===== config.mk =====
export PLATFORM = sky130hd
export DESIGN_NAME = nbr_byte_reader
export DESIGN_NICKNAME = d
export VERILOG_FILES = /design/src/rtl/nbr_pkg.sv /design/src/rtl/nbr_wait_timer.sv /design/src/rtl/nbr_pin_drive.sv /design/src/rtl/nbr_nibble_join.sv /design/src/rtl/nbr_byte_reader.sv
export SDC_FILE = /design/constraint.sdc
export NUM_CORES = 1
export LEC_CHECK = 0
export ABC_AREA = 1
export BUFFER_PORTS_ARGS = -buffer_cell sky130_fd_sc_hd__buf_4
export CAP_MARGIN = 20
export CORE_MARGIN = 2
export CORE_UTILIZATION = 45
export DETAILED_ROUTE_END_ITERATION = 10
export GPL_TIMING_DRIVEN = 0
export PLACE_DENSITY = 0.66
export REMOVE_ABC_BUFFERS = 1
export SYNTH_ARGS = -nofsm -noshare
export SYNTH_HDL_FRONTEND = slang
export SYNTH_SLANG_ARGS = --single-unit

===== constraint.sdc =====
create_clock -name clk -period 1.15 [get_ports clk]
set_input_delay 0.345 -clock clk [delete_from_list [all_inputs] [get_ports clk]]
set_output_delay 0.345 -clock clk [all_outputs]
set_load 0.02 [all_outputs]

===== src/rtl/nbr_pkg.sv =====
package nbr_pkg;

    localparam int PORT_W = 8;
    localparam int NIB_W  = PORT_W / 2;

    localparam logic [PORT_W-1:0] INV_MASK = PORT_W'(1) << (PORT_W - 1);
    localparam logic [PORT_W-1:0] HI_MASK  = {{NIB_W{1'b1}}, {NIB_W{1'b0}}};

    typedef enum logic [3:0] {
        ST_IDLE,
        ST_ARM,
        ST_TRIG,
        ST_REST,
        ST_WAIT,
        ST_RDHI,
        ST_SELLO,
        ST_RDLO,
        ST_DONE
    } seq_state_e;

    typedef struct packed {
        logic trig;
        logic sel;
    } ctl_cmd_t;

    function automatic logic [PORT_W-1:0] fix_port(input logic [PORT_W-1:0] p);
        return p ^ INV_MASK;
    endfunction

endpackage


===== src/rtl/nbr_wait_timer.sv =====
module nbr_wait_timer #(
    parameter int WAIT_CYCLES = 255
) (
    input  logic clk,
    input  logic rst,
    input  logic run,
    output logic expired
);
    localparam int CW = $clog2(WAIT_CYCLES + 1);
    localparam logic [CW-1:0] LAST = CW'(WAIT_CYCLES - 1);

    logic [CW-1:0] cnt;

    always_ff @(posedge clk) begin
        if (rst || !run) begin
            cnt <= '0;
        end else begin
            cnt <= cnt + 1'b1;
        end
    end

    assign expired = run && (cnt == LAST);
endmodule


===== src/rtl/nbr_pin_drive.sv =====
module nbr_pin_drive
    import nbr_pkg::*;
#(
    parameter bit PIN_INVERT = 1'b1
) (
    input  ctl_cmd_t cmd,
    output logic     trig_pin,
    output logic     sel_pin
);
    generate
        if (PIN_INVERT) begin : g_inv
            assign trig_pin = ~cmd.trig;
            assign sel_pin  = ~cmd.sel;
        end else begin : g_dir
            assign trig_pin = cmd.trig;
            assign sel_pin  = cmd.sel;
        end
    endgenerate
endmodule


===== src/rtl/nbr_nibble_join.sv =====
module nbr_nibble_join
    import nbr_pkg::*;
(
    input  logic              clk,
    input  logic              rst,
    input  logic              cap_hi,
    input  logic              cap_lo,
    input  logic [PORT_W-1:0] port_in,
    output logic [PORT_W-1:0] result
);
    logic [PORT_W-1:0] fixed;
    logic [PORT_W-1:0] hi_q;

    assign fixed = fix_port(port_in);

    always_ff @(posedge clk) begin
        if (rst) begin
            hi_q   <= '0;
            result <= '0;
        end else begin
            if (cap_hi) begin
                hi_q <= fixed & HI_MASK;
            end
            if (cap_lo) begin
                result <= hi_q | (fixed >> NIB_W);
            end
        end
    end
endmodule


===== src/rtl/nbr_byte_reader.sv =====
module nbr_byte_reader
    import nbr_pkg::*;
#(
    parameter int WAIT_CYCLES = 255,
    parameter bit PIN_INVERT  = 1'b1
) (
    input  logic              clk,
    input  logic              rst,
    input  logic              start,
    input  logic [PORT_W-1:0] stat_in,
    output logic              trig_pin,
    output logic              sel_pin,
    output logic [PORT_W-1:0] result,
    output logic              done
);
    seq_state_e state, state_nx;
    ctl_cmd_t   cmd;
    logic       wait_run;
    logic       wait_exp;

    always_ff @(posedge clk) begin
        if (rst) begin
            state <= ST_IDLE;
        end else begin
            state <= state_nx;
        end
    end

    always_comb begin
        state_nx = state;
        unique case (state)
            ST_IDLE:  if (start) state_nx = ST_ARM;
            ST_ARM:   state_nx = ST_TRIG;
            ST_TRIG:  state_nx = ST_REST;
            ST_REST:  state_nx = ST_WAIT;
            ST_WAIT:  if (wait_exp) state_nx = ST_RDHI;
            ST_RDHI:  state_nx = ST_SELLO;
            ST_SELLO: state_nx = ST_RDLO;
            ST_RDLO:  state_nx = ST_DONE;
            ST_DONE:  state_nx = ST_IDLE;
            default:  state_nx = ST_IDLE;
        endcase
    end

    assign wait_run = (state == ST_WAIT);
    assign cmd.trig = (state == ST_TRIG);
    assign cmd.sel  = (state == ST_SELLO) || (state == ST_RDLO);
    assign done     = (state == ST_DONE);

    nbr_wait_timer #(.WAIT_CYCLES(WAIT_CYCLES)) u_timer (
        .clk     (clk),
        .rst     (rst),
        .run     (wait_run),
        .expired (wait_exp)
    );

    nbr_pin_drive #(.PIN_INVERT(PIN_INVERT)) u_pins (
        .cmd      (cmd),
        .trig_pin (trig_pin),
        .sel_pin  (sel_pin)
    );

    nbr_nibble_join u_join (
        .clk     (clk),
        .rst     (rst),
        .cap_hi  (state == ST_RDHI),
        .cap_lo  (state == ST_RDLO),
        .port_in (stat_in),
        .result  (result)
    );
endmodule


**Word-level counts from Yosys, hierarchy flattened**

Cells that the tools add are included.

- Bits in registers: 24
- Output and inout bits: 11
- Logic and storage cells: 29

- Add/sub/neg operators: 1
- Equality and inequality tests: 11
- Multiplexer cells: 3
- Bitwise logic cells: 4
- Reduce and logical (&&, ||, !) cells: 6

Operators with widths:

| kind | count |
|---|---|
| 4-bit case mux with 8 select lines | 1 |
| 4-bit by 3-bit equality test with 1-bit output, second input constant | 4 |
| 8-bit by 1-bit adder with 8-bit output, second input constant | 1 |
| 4-bit by 2-bit equality test with 1-bit output, second input constant | 2 |
| 8-bit equality test, second input constant | 1 |
| 4-bit two-way mux | 2 |
| 8-bit by 4-bit OR with 8-bit output | 1 |
| 4-bit by 1-bit equality test with 1-bit output, second input constant | 1 |
| 4-bit equality test, second input constant | 1 |
| 4-bit zero test | 1 |
| 2-bit != test, second input constant | 2 |
| 1-bit NOT | 3 |
| 1-bit logical OR | 2 |
| 2-bit AND reduction | 1 |
| 1-bit logical AND | 1 |
| 1-bit zero test | 1 |

**Logic depth before layout (Yosys ltp)**

Gate-level depths: netlist of run 1.

- Word-level depth: 4
- Gate-level depth with buffers: 8
- Mapped depth without buffers: 8

**Cells and area by module**

Synthesis of run 1 repeated with hierarchy kept, for this count alone.

- Cell total of the unflattened synthesis: 158
- Area total of the unflattened synthesis: 1093.5 um^2

Modules (own cells, without submodules):

| module | times used | cells an instance | area an instance (um^2) | sequential area each (um^2) |
|---|---|---|---|---|
| nbr_nibble_join | 1 | 72 | 488.0 | 240.2 |
| nbr_wait_timer | 1 | 48 | 366.6 | 160.2 |
| nbr_byte_reader | 1 | 36 | 231.5 | 80.1 |
| nbr_pin_drive | 1 | 2 | 7.5 | 0.0 |

**Least setup slack after synthesis of run 1**

Ideal clock, no wire load.

- Path kind: register -> output
- Start point: register state[0]
- End point: output done
- Data arrival time: 0.962 ns
- Setup slack: -0.157 ns
- Stages on the path, launching flop included: 4
- Buffers on the path: 0
- Cell sequence: dfxtp_1 inv_1 nand2_2 nor3_1

- Longest elaborated chain between the ends: 1

Ends and longest elaborated chain:

| element | RTL line | source |
|---|---|---|
| from (decl) | nbr_byte_reader.sv:16 | `seq_state_e state, state_nx;` |
| from (signal assigned) | nbr_byte_reader.sv:25 | `state <= state_nx;` |
| 4-bit equality test | nbr_byte_reader.sv:48 | `assign done = (state == ST_DONE);` |
| to (decl) | nbr_byte_reader.sv:14 | `output logic done` |

Every way passes these cells.

**Final worst setup path of run 1**

- Start point: register state[3]
- End point: output trig_pin

- Longest elaborated chain between the ends: 2

Ends and longest elaborated chain:

| element | RTL line | source |
|---|---|---|
| 4-bit by 2-bit equality test with 1-bit output | nbr_byte_reader.sv:46 | `assign cmd.trig = (state == ST_TRIG);` |
| 1-bit NOT | nbr_pin_drive.sv:12 | `assign trig_pin = ~cmd.trig;` |
| to (decl) | nbr_byte_reader.sv:11 | `output logic trig_pin,` |

Every way passes these cells.

==> results of run 1 <==
[power by group]
part | total [mW] | switching [mW] | internal (mW) | leakage (nW)
Sequential | 0.872 | 0.0229 | 0.850 | 0.200
Combinational | 0.196 | 0.114 | 0.0815 | 0.356
Clock | 0.445 | 0.252 | 0.193 | 0.0210
Total | 1.51 | 0.389 | 1.12 | 0.578
[cell usage in the layout (no fill, tap or decap), types with 2 or more instances in the layout]
cell type	netlist	routed
dfxtp_4	0	3
buf_4	0	12
clkbuf_4	0	3
o21ai_0	13	7
nand2_1	20	19
o21ai_1	0	5
inv_2	4	2
nand2_2	4	3
inv_4	0	5
inv_1	9	7
nand2_4	0	2
dfxtp_1	24	12
ha_1	2	2
nor2_1	39	38
buf_6	0	12
a21oi_1	6	5
dfxtp_2	0	9
nor2_4	2	3
nand3_1	5	5
[cells in the mapped netlist, drive strengths merged]
cell / instances / share of area
nor2: 41 / 0.17
a21oi: 6 / 0.030
buf: 1 / 0.0038
o21ai: 13 / 0.066
nand3: 6 / 0.035
ha: 2 / 0.025
nand2: 24 / 0.10
a31oi: 1 / 0.0063
nand3b: 1 / 0.0076
xnor2: 1 / 0.0089
inv: 13 / 0.049
dfxtp: 24 / 0.49
clkinv: 1 / 0.0051
nor3: 1 / 0.0051
[per-layer routing]
metal,track usage,routed length (microns),up-vias
met2,0.349,1230,18
met4,0.0676,45,0
met1,0.224,927,428
met5,0,0,-
met3,0.0409,74,4
li1,-,-,479
[final timing paths]
path,from,cells past startpoint,slack [ps],end
min reg2reg,u_timer.cnt[0],1,480,u_timer.cnt[0]
min,rst,2,190,state[3]
max reg2reg,state[3],8,-230,u_join.result[3]
max,state[3],3,-390,trig_pin
[area by class of cell]
cell class	instances	area, sq um	share of cell area
clock buffer	4	36.3	0.0263
inverter	14	65.1	0.0471
multi-input combinational	96	498	0.361
sequential	24	503	0.364
tap	27	33.8	0.0245
timing repair buffer	25	245	0.178
[flip-flops by register name (all words and copies together) (netlist names)]
| register | cells |
|---|---|
| u_timer.cnt | 8 |
| state | 4 |
| u_join.result | 8 |
| u_join.hi_q | 4 |
[cell families after synthesis]
kind of cell,synth area share
simple gates,0.320
buf+inv,0.0581
fa+ha+maj,0.0253
flops,0.485
xor+xnor,0.00885
compound gates,0.102
[what timing repair did]
action | 4_1_cts | 5_1_grt
resized for setup | 28 | 22
setup endpoints to repair | 15 | 26
buffers inserted | 6 | 2
gates cloned | 0 | 0
pin swaps | 3 | 3
[worst max-delay path, delay by kind of cell, from the launching register on]
family	cells	cell delay, ps
flip-flops	1	390
buffers and inverters	1	180
AND/OR/NAND/NOR	2	310
==> metrics.txt, run 1 <==
CP arrival 1190 ps; cell area after layout 0.00138 sq mm; failing checks setup timing; total number of vias 929; initial DRC count 9; Cell Area, Synth 990 sq um; area grow syn2layout 39.6%; crit path kind reg2out; maximum fanout along the worst path 4; synth warn 0; final-report setup violation count 18; post-route ant nets 0; initial antenna violation count 0; pre-CTS WS -78.8 ps; cts bufs inserted 3; final wirelength 2270 microns; Peak VDD IR approximately 0.76 mV; Final Max Tran Viols 0; placed instance area approximately 0.0011 sq mm; Worst-Skew Late Latency about 310 ps; CORE AREA 0.00202 sq mm; routability cong. 0.714; layout cell share with drive strength beyond 1 0.368; maxcap violations 0; Fin Hold WS 186 ps; element type at the critical path end output pin; Post-route DRC 0; Final Util 0.683; CTS Sinks 24; Ant. Diodes 0; Critical Path Source Type flop; Max stage delay cell, worst path dfxtp_4; Total Die Area 0.00259 sq mm; Overall Global Routing Usage 0.193; dpl hpwl 1410 microns; Slew headroom 0.698; worst clock skew 3.93 ps; vias per cell 4.89; number of global-route vias before repair 924; Syn Inst Count 135; die width just over 50 microns; H-Tree Depth 1; Synth Area per Inst 7.33 sq um; Fillers 176; Port Buf Inserts 17; RSZ-0062 raised after global routing true; Post-CTS Hold Buffers 0; Power Total 1.51 mW; drt wl/cell 12.0 microns; largest net degree at the start of global routing 15; #FFs+latches synth 24; drt pass-1 iters 4; minimum clock period 1540 ps; dpl cells 178; row count 16; Peak Freq ~650 MHz; crit share post-route 1.34; # nets final 177; Initial Util 0.489; CTS tree built; Hold Crit Class in2reg; status complete, but fails checks; IO Pins 22; sequential fraction of the synthesis area 0.485; worst-margin pin slew 453 ps; worst path cell trace nor2_1 > nand3_1 > buf_4; Power Density 1100 mW/mm^2; clock root cell clkbuf_4; largest stage delay on the critical path around 390 ps; Hold Violations, Final 0; PnR worst setup slack -386 ps; first-pass GRT wire length 3790 microns; maximum clock path buffer count 2; Congestion Overflow GR 0; Post-Layout Cell Count 190; setup TNS -2790 ps; chip height between 50 and 60 microns; Leak 0.578 nW; count of cell types in the netlist 18; Worst-path clk slew 130 ps; Crit path required time 810 ps
(Power assumes the default switching activity.)
==> run 2, diff against run 1 <==
==> constraint.sdc (replaced) <==
create_clock -name clk -period 1.9 [get_ports clk]
set_input_delay 0.57 -clock clk [delete_from_list [all_inputs] [get_ports clk]]
set_output_delay 0.57 -clock clk [all_outputs]
set_load 0.02 [all_outputs]
==> metrics.txt, run 2 (synthesis gave the netlist of run 1 again) <==
Overall Global Routing Usage 0.173; minimum clock period 1790 ps; Worst Hold Launch rst; # nets final 169; chip height 50.9 microns; H-Tree Depth 1; Peak Freq 560 MHz; Critical Path Source Type flop; element type at the critical path end output pin; crit share post-route 0.940; routability cong. 0.714; Ant. Diodes 0; initial antenna violation count 0; Port Buf Inserts 17; Slew headroom 0.758; Peak VDD IR 0.441 mV; Congestion Overflow GR 0; Fin Hold WS 415 ps; maximum clock path buffer count 2; Buf/Inv on CP 2; post-route ant nets 0; clock root cell clkbuf_4; Post-CTS Hold Buffers 0; crit path kind reg2out; CORE AREA about 0.0020 sq mm; status complete, no violations; cts bufs inserted 3; most common cell after layout, fill and taps aside nor2_1; worst path cell trace inv_1 > nor2_1 > nand2_1 > buf_4; Leak ~0.50 nW; Final Max Tran Viols 0; Hold Crit Class in2reg; RSZ-0062 raised after global routing false; maxcap violations 0; Max stage delay cell, worst path dfxtp_1; worst clock skew 5.59 ps; Fillers 209; number of global-route vias before repair 838; IO Pins 22; final-report setup violation count 0; drt wl/cell between 10 and 15 microns; first-pass GRT wire length between 3000 and 4000 microns; FF-to-FF Start state[0]; largest stage delay on the critical path 420 ps; top cell family by delay on the critical path flip-flops; largest net degree at the start of global routing 15; drt pass-1 iters 3; total number of vias approximately 870; worst-margin pin slew 363 ps; Worst-Skew Late Latency about 320 ps; largest registers u_join.result: 8 flops, u_timer.cnt: 8 flops; Setup Buffers After CTS 0; area grow syn2layout 19.6%; vias per cell 4.76; layout cell share with drive strength beyond 1 0.213; CTS tree built; Initial Util 0.489; worst setup path startpoint state[2]; Power Density ~740 mW/mm^2; initial DRC count 12; maximum fanout along the worst path 4; setup TNS 0 ps; cts repair resizes 0; CP arrival 1220 ps; Post-route DRC 0; Hold Violations, Final 0; CTS Sinks 24; dpl hpwl 1410 microns; Worst-path clk slew 130 ps; Total Die Area 0.00259 sq mm; row count 16; most frequent cells in the layout nor2_1, dfxtp_1, nand2_1; die width 50.9 microns; Crit path required time 1330 ps; final wirelength ~1800 microns
## run 2: cell types whose count changed in the layout (fill, tap and decap cells not counted), sizes merged
| cell | delta |
|---|---|
| clkinv | +1 |
| inv | -1 |
| buf | -8 |
## run 2: path summary, 6_finish.rpt
check / to / slack [ps] / depth (start not counted)
setup / recovery: sel_pin / 110 / 4
setup reg to reg: u_join.result[4] / 740 / 5
hold / removal: state[3] / 410 / 2
hold reg to reg: u_timer.cnt[0] / 480 / 1
## run 2: per-layer routing
metal / track usage / part of all wire / up-vias
li1: - / - / 466
met1: 0.200 / 0.44 / 385
met2: 0.309 / 0.50 / 11
met3: 0.0380 / 0.033 / 5
met4: 0.0676 / 0.020 / 0
met5: 0 / 0 / -
## run 2: worst register-to-register path, delay by kind of cell (launching register included)
| kind | cells | cell delay, ps |
|---|---|---|
| buffers and inverters | 1 | 120 |
| DFF | 1 | 420 |
| and+or+nand+nor | 4 | 510 |
## run 2: metrics by stage
stage / power (mW) / std cells / setup WS [ps] / utilization / area, sq um
2_1_floorplan: 0.588 / 134 / 368 / - / 986
3_3_place_gp: 0.614 / 178 / 451 / 0.567 / 1150
3_5_place_dp: 0.616 / 178 / 446 / 0.567 / 1150
4_1_cts: 0.886 / 182 / 98.7 / 0.585 / 1180
5_1_grt: 0.908 / 182 / 17.4 / 0.585 / 1180
6_report: 0.873 / 182 / 114 / 0.585 / 1180
## run 2: final cells by class
| type | count | area (sq um) | area share |
|---|---|---|---|
| multi-input combinational | 96 | 452 | 0.382 |
| timing repair buffer | 17 | 128 | 0.108 |
| clock buffer | 4 | 36.3 | 0.0307 |
| inverter | 14 | 53.8 | 0.0455 |
| sequential | 24 | 480 | 0.406 |
| tap | 27 | 33.8 | 0.0285 |
## run 2: power by group
group | switching (mW) | total (mW) | internal [mW]
Clock | 0.152 | 0.269 | 0.117
Sequential | 0.0111 | 0.525 | 0.514
Combinational | 0.0476 | 0.0786 | 0.0311
==> run 3, diff against run 2 <==
--- a/config.mk
+++ b/config.mk
@@ -8,12 +8,10 @@
 export ABC_AREA = 1
 export BUFFER_PORTS_ARGS = -buffer_cell sky130_fd_sc_hd__buf_4
 export CAP_MARGIN = 20
-export CORE_MARGIN = 2
 export CORE_UTILIZATION = 45
 export DETAILED_ROUTE_END_ITERATION = 10
 export GPL_TIMING_DRIVEN = 0
 export PLACE_DENSITY = 0.66
-export REMOVE_ABC_BUFFERS = 1
 export SYNTH_ARGS = -nofsm -noshare
 export SYNTH_HDL_FRONTEND = slang
 export SYNTH_SLANG_ARGS = --single-unit
==> metrics.txt, run 3 (synthesis gave the netlist of run 1 again) <==
Crit path required time 1330 ps; area grow syn2layout 20.5%; Peak Freq 552 MHz; FF+latch area about 480 sq um; sequential power share 0.603; power share of the clock group 0.304; Critical Path Source Type flop; Initial Util 0.489; Synth Net Count 148; largest registers u_join.result: 8 flops, u_timer.cnt: 8 flops; Worst-Skew Late Latency 310 ps; Port Buf Inserts 17; largest net degree at the start of global routing 14; crit share post-route 0.953; Slew headroom 0.791; Power Density between 700 and 800 mW/mm^2; post-route ant nets 0; cts bufs inserted 3; status complete, no violations; H-Tree Depth 1; final-report setup violation count 0; multi-input logic area 457 sq um; # nets final 170; Hold Crit Class in2reg; Post-CTS Hold Buffers 0; minimum clock period 1810 ps; Peak VDD IR 0.413 mV; Psw 0.208 mW; Post-Layout Cell Count 183; CTS Sinks 24; maximum fanout along the worst path 4; Post-route DRC 0; maxcap violations 0; dpl hpwl 1340 microns; internal power 0.663 mW; R2R setup slack 730 ps; die width just under 50 microns; CTS tree built; Final Util 0.590; initial antenna violation count 0; Final Max Tran Viols 0; drt wl/cell 9.95 microns; IO Pins 22; final wirelength between 1500 and 2000 microns; worst r2r path cells 7; CP arrival 1240 ps; maximum clock path buffer count 2; chip height 48.9 microns; Congestion Overflow GR 0; worst-margin pin slew approximately 310 ps; combinational share of power 0.093; clock root cell clkbuf_4; layout cell share with drive strength beyond 1 0.218; Total Die Area 0.00239 sq mm; first-pass GRT wire length 3190 microns; most common cell after layout, fill and taps aside nor2_1; Hold Path Stages 2; Hold Violations, Final 0; most frequent cells in the layout nor2_1, dfxtp_1, nand2_1; row count 16; Fillers 203; crit path kind reg2out; element type at the critical path end output pin; Worst-path clk slew about 120 ps; Leak 0.503 nW; Overall Global Routing Usage 0.174; CORE AREA 0.00202 sq mm; total number of vias 875; Switching Fraction 0.239; drt pass-1 iters 4; routability cong. 0.757; Ant. Diodes 0; dpl cells 179; worst clock skew around 1.3 ps; vias per cell 4.78; initial DRC count 13; number of global-route vias before repair 784
run 3: repair_timing:
item | in CTS | in global routing
buffers inserted | 0 | 0
endpoints found under the setup margin | 0 | 1
resized for setup | 0 | 1
hold endpoints to repair | 0 | 0
run 3: critical path, stage by stage (launching register included):
cell and delay, ps:
dfxtp_1 440, inv_1 90, nor2_1 160, nand2_1 80, buf_4 160
run 3: path summary, 6_finish.rpt:
check	to	startpoint
max	sel_pin	state[2]
min reg2reg	u_timer.cnt[0]	u_timer.cnt[0]
max reg2reg	u_join.hi_q[7]	state[2]
min	state[3]	rst
run 3: metrics by stage:
stage                     setup TNS (ps)  hold slack [ps]  setup slack (ps)  area [sq um]  power [mW]
after floorplan                        0              430               368           990       0.589
after global routing               -6.51              401             -6.51          1190       0.922
after detailed placement               0              459               453          1150       0.617
after global placement                 0              443               439          1150       0.615
after CTS                              0              409              83.0          1190       0.885
final                                  0              418              89.3          1190       0.871
run 3: per-layer routing:
metal | GRT usage | share of wire | vias to the layer above
met5 | 0 | 0 | -
met4 | 0.0882 | 0.023 | 0
li1 | - | - | 465
met3 | 0.0374 | 0.047 | 5
met1 | 0.216 | 0.48 | 382
met2 | 0.282 | 0.45 | 23
run 3: layout make-up:
| class | count | share of cell area |
|---|---|---|
| multi-input combinational | 96 | 0.383 |
| tap | 27 | 0.0283 |
| clock buffer | 4 | 0.0304 |
| inverter | 14 | 0.0451 |
| timing repair buffer | 17 | 0.107 |
| buffer | 1 | 0.00315 |
| sequential | 24 | 0.403 |
run 3: power by group through the flow:
stage	Combinational, mW	Clock [mW]	Sequential, mW
after floorplan	0.0530	0	0.536
after global routing	0.0920	0.301	0.528
final	0.0808	0.265	0.525
after global placement	0.0789	0	0.536
after detailed placement	0.0804	0	0.537
after CTS	0.0807	0.279	0.525
